### config.mk
export PLATFORM = sky130hd
export DESIGN_NAME = pipe_ripple_adder
export DESIGN_NICKNAME = d
export VERILOG_FILES = /design/src/rtl/padd_pkg.sv /design/src/rtl/padd_fa.sv /design/src/rtl/padd_reg.sv /design/src/rtl/pipe_ripple_adder.sv
export SDC_FILE = /design/constraint.sdc
export NUM_CORES = 1
export LEC_CHECK = 0
export BUFFER_PORTS_ARGS = -buffer_cell sky130_fd_sc_hd__clkbuf_2
export CORE_AREA = 8 8 45 47
export DETAILED_ROUTE_END_ITERATION = 12
export DIE_AREA = 0 0 53 55
export SYNTH_ARGS = -nofsm -noshare
export SYNTH_HDL_FRONTEND = slang
export SYNTH_SLANG_ARGS = --single-unit
### constraint.sdc
create_clock -name clk_i -period 1.29 [get_ports clk_i]
set_input_delay 0.1935 -clock clk_i [delete_from_list [all_inputs] [get_ports clk_i]]
set_output_delay 0.1935 -clock clk_i [all_outputs]
set_load 0.05 [all_outputs]
### src/rtl/padd_pkg.sv
package padd_pkg;

  // Width of register bank k in a W-bit pipeline:
  // remaining operand bits of a and b, resolved sum bits, and one carry.
  function automatic int stage_w(input int w, input int k);
    return 2 * (w - k) + k + 1;
  endfunction

  // Bit offset of bank k inside the flat bank bus.
  function automatic int stage_off(input int w, input int k);
    int acc;
    acc = 0;
    for (int j = 0; j < k; j++) acc += stage_w(w, j);
    return acc;
  endfunction

endpackage

### src/rtl/padd_fa.sv
module padd_fa (
  input  logic a_i,
  input  logic b_i,
  input  logic c_i,
  output logic s_o,
  output logic c_o
);

  logic half;

  assign half = a_i ^ b_i;
  assign s_o  = half ^ c_i;
  assign c_o  = (a_i & b_i) | (c_i & half);

endmodule

### src/rtl/padd_reg.sv
module padd_reg #(
  parameter int DW = 8
) (
  input  logic          clk_i,
  input  logic          rst_i,
  input  logic [DW-1:0] d_i,
  output logic [DW-1:0] q_o
);

  always_ff @(negedge clk_i) begin
    if (rst_i) q_o <= '0;
    else       q_o <= d_i;
  end

endmodule

### src/rtl/pipe_ripple_adder.sv
module pipe_ripple_adder
  import padd_pkg::*;
#(
  parameter int W = 3
) (
  input  logic         clk_i,
  input  logic         rst_i,
  input  logic [W-1:0] a_i,
  input  logic [W-1:0] b_i,
  output logic [W:0]   z_o
);

  localparam int TOT = stage_off(W, W);
  localparam int LO  = stage_off(W, W - 1);
  localparam int LDW = stage_w(W, W - 1);

  // All register banks side by side; bank k layout (msb..lsb):
  // a[W-1:k], b[W-1:k], sum[k-1:0], carry
  logic [TOT-1:0] bank_q;

  for (genvar k = 0; k < W; k++) begin : g_st
    localparam int AW  = W - k;
    localparam int DW  = stage_w(W, k);
    localparam int OFF = stage_off(W, k);
    logic [DW-1:0] d;

    if (k == 0) begin : g_head
      assign d = {a_i, b_i, 1'b0};
    end else begin : g_body
      localparam int PAW  = W - k + 1;
      localparam int PDW  = stage_w(W, k - 1);
      localparam int POFF = stage_off(W, k - 1);
      logic s_bit, c_bit;

      padd_fa u_fa (
        .a_i (bank_q[POFF + PDW - PAW]),
        .b_i (bank_q[POFF + PDW - 2 * PAW]),
        .c_i (bank_q[POFF]),
        .s_o (s_bit),
        .c_o (c_bit)
      );

      if (k == 1) begin : g_first_sum
        assign d = {bank_q[POFF + PDW - 1 -: AW],
                    bank_q[POFF + PDW - 1 - PAW -: AW],
                    s_bit, c_bit};
      end else begin : g_more_sum
        assign d = {bank_q[POFF + PDW - 1 -: AW],
                    bank_q[POFF + PDW - 1 - PAW -: AW],
                    s_bit, bank_q[POFF + k - 1 : POFF + 1], c_bit};
      end
    end

    padd_reg #(.DW(DW)) u_reg (
      .clk_i (clk_i),
      .rst_i (rst_i),
      .d_i   (d),
      .q_o   (bank_q[OFF +: DW])
    );
  end

  // Top slice: combinational from the last bank.
  logic top_s, top_c;

  padd_fa u_fa_top (
    .a_i (bank_q[LO + LDW - 1]),
    .b_i (bank_q[LO + LDW - 2]),
    .c_i (bank_q[LO]),
    .s_o (top_s),
    .c_o (top_c)
  );

  assign z_o = {top_c, top_s, bank_q[LO + W - 1 : LO + 1]};

endmodule

# [Word-level counts from Yosys, hierarchy flattened]
# Cells that the tools add are included.
[totals] regBits=18 in_bits=8 output_inout_bits=4 wordCells=19
[classes] bitwise=15
[op_table] cell="$and A1 B1 Y1" n=6
[op_table] cell="$xor A1 B1 Y1" n=6
[op_table] cell="$or A1 B1 Y1" n=3

# [Depth between registers and ports, before layout]
[depth] word_depth=3 ltp_mapped=2 mapped_depth_nobuf=2

# [By module]
# From an unflattened synthesis, not the netlist that was laid out.
[hier_totals] cells_unflattened=45 hier_area_um2=563.0
[modules_own_cells] mod="padd_reg (g_st[0].u_reg)" n_inst=1 cells_per_inst=15 area_per_inst_um2=187.7 seq_area_each_um2=140.1
[modules_own_cells] mod="padd_reg (g_st[1].u_reg)" n_inst=1 cells_per_inst=13 area_per_inst_um2=161.4 seq_area_each_um2=120.1
[modules_own_cells] mod="padd_reg (g_st[2].u_reg)" n_inst=1 cells_per_inst=11 area_per_inst_um2=135.1 seq_area_each_um2=100.1
[modules_own_cells] mod="padd_fa" n_inst=3 cells_per_inst=1 area_per_inst_um2=20.0 seq_area_each_um2=0.0
[modules_own_cells] mod="pipe_ripple_adder" n_inst=1 cells_per_inst=3 area_per_inst_um2=18.8 seq_area_each_um2=0.0

==> impl_results.md <==
* Setup slack after layout at -0.9248 ns
* Die area at between 2000 and 3000 um2
* WL met3 at around 75 um
* Antenna-violating nets left at 0
* Worst reg2reg path depth at 2
* Crit path kind: reg -> out
* DR WL/cell at between 8 and 9 um
* CP Data Required Time at about 1.1 ns
* Die Height at approximately 55 um
* Row cnt at 14
* Clk_lat worst skew at between 0.3 and 0.4 ns
* Diodes inserted at 0
* IO Count at 12
* Flop pwr share at 0.425
* Max reg flops at 17
* CP endpoint kind: output port
* H-Tree Depth at 1
* Metal2 WL at ~320 um
* Switching power at approximately 330 uW
* Syn Area/Cell at about 13 um2
* Largest Register: g_st.u_reg.q_o
* DP HPWL at 454.8 um
* Count of state elements after synthesis at 17
* Port-buffer cells at 11
* First-pass GRT wire length at ~1.2 mm
* Hold path cells at 1
* Total number of vias at approximately 350
* Die W at ~53 um
* CTS tree: yes
* Syn. warnings at 0
* Clock slew at reported path FFs at roughly 0.04 ns
* Slew @ Worst Pin at 0.2651 ns
* Initial DRC Count at 3
* Comb pwr share at 0.066
* Routability cong. at between 0.6 and 0.7
* Largest net degree at the start of global routing at 17
* CTS buffer count at 3
* Clk_skew at between 0.01 and 0.015 ns
* Utilization after layout at 0.5750
* DP Worst Slack at -0.5824 ns
* Initial antenna violation count at 0
* Initial Util at 0.4060
* CTS Buffer Depth at 2
* Pre-Repair DR Iteration Count at 2
* Most frequent cells in the layout: inv_1, dfxtp_1, nor2b_1
* Overall Global Routing Usage at 0.05847
* Final setup viols at 4
* Largest registers: g_st.u_reg.q_o x17
* Area grow syn2layout at 41.65%
* HP Start: g_st[0].u_reg.q_o[2]
* Number of max-cap violations at 0
* Routed vias/inst at approximately 4.0
* Post-synthesis cell count at 43
* Critical path startpoint category: flip-flop
* GR Overflow Total at 0
* Sw Share at 0.2540
* Pwr Density at 1657 nW/um2
* Post-synthesis cell area at ~560 um2
* Commonest non-fill, non-tap cell in the layout: inv_1
* Crit path from: g_st[2].u_reg.q_o[0]
* Drt total wl at between 700 and 800 um
* Critical Path Fanout Max at 1
* CTS root buf: clkbuf_4
* Pleak at 0.0004253 uW
* Core ar. at about 1400 um2
* Vias in the first global route at ~350
* Register area share after synthesis at 0.6058
* DRC violations left at 0
* RSZ-0062 raised after global routing: yes
* Post-CTS Setup Inserts at 0
* Failing checks: setup timing
* Status: finished, violations left
* Int Pwr at just under 1000 uW
* Clock power frac at 0.510
* Top layer in use: met4
* WP data arrival at a little over 2 ns
* Fin nets at 83
* Max-slew headroom at 0.8233
* Placed cell count at between 60 and 70
* Synth Net Count at 54
* Min-Delay Path Class: reg -> reg
* Final Non-Filler Cells at between 80 and 90
* VDD IR max at 0.8686 mV
* Fraction of layout cells with a size suffix above 1 at 0.4085
* FF-to-FF Start: g_st[1].u_reg.q_o[0]
* Hold Vio Cnt, Final at 0
* Synth cell types at 8
* Met1 Wirelength at 327 um
* Sink Count at 17
* Slew Limit Fails at 0
[power by group through the flow]
stage | Combinational, uW | Sequential [uW] | Clock (uW)
final | 86.4 | 560 | 672
after global routing | 92.8 | 560 | 755
after CTS | 88.3 | 560 | 695
after detailed placement | 86.1 | 568 | 85.5
after global placement | 84.7 | 567 | 85.5
after floorplan | 58.8 | 565 | 85.5
[critical path: stages, from the launching register on]
cell and delay, ns:
dfxtp_2 0.31, fa_2 0.59, buf_12 0.14
[stage by stage]
stage | hold WS, ns | TNS, ns | instance area [um2] | power, uW
2_1_floorplan | 0.4138 | -0.9637 | 576.8 | 709.5
3_3_place_gp | 0.4186 | -2.642 | 655.6 | 737.3
3_5_place_dp | 0.4218 | -2.653 | 655.6 | 739.2
4_1_cts | 0.4305 | -2.502 | 794.5 | 1343
5_1_grt | 0.4325 | -2.589 | 795.8 | 1408
6_report | 0.4267 | -2.419 | 795.8 | 1319
[final timing paths]
check / slack (ns) / to
worst max-delay path: -0.92 / z_o[2]
worst min-delay path: 0.43 / g_st[1].u_reg.q_o[2]
worst max register to register: 0.24 / g_st[2].u_reg.q_o[2]
worst min register to register: 0.43 / g_st[1].u_reg.q_o[2]
[kinds of logic (layout without fill, tap and decap cells)]
logic type	after synthesis	after routing	share of synthesized area
buf+inv	6	34	0.08017
fa+ha+maj	3	3	0.09354
simple gates	17	17	0.2205
flops	17	17	0.6058
[layer usage]
layer  vias to the layer above  track usage
li1                        180            -
met1                       152      0.03744
met5                         -            0
met3                         2      0.05348
met4                         0      0.09914
met2                        12      0.07617
[Yosys cell counts]
library cell	n	area share
buf_4	4	0.053
buf_6	1	0.020
and2b_2	7	0.11
inv_1	1	0.0067
ha_1	1	0.022
fa_1	2	0.071
nor2b_1	10	0.11
dfxtp_1	17	0.61
[timing repair]
action                     in CTS  in global routing
hold buffers                    0                  0
resized for setup               7                  1
setup endpoints to repair       4                  4
[area by class of cell]
cell class	instances	area, um2
multi-input combinational	20	178.9
clock buffer	3	22.52
timing repair buffer	13	135.1
sequential	17	345.3
tap	16	20.02
clock inverter	18	93.84
fill	123	588.1
No activity file was read; power rests on OpenSTA's default activity.
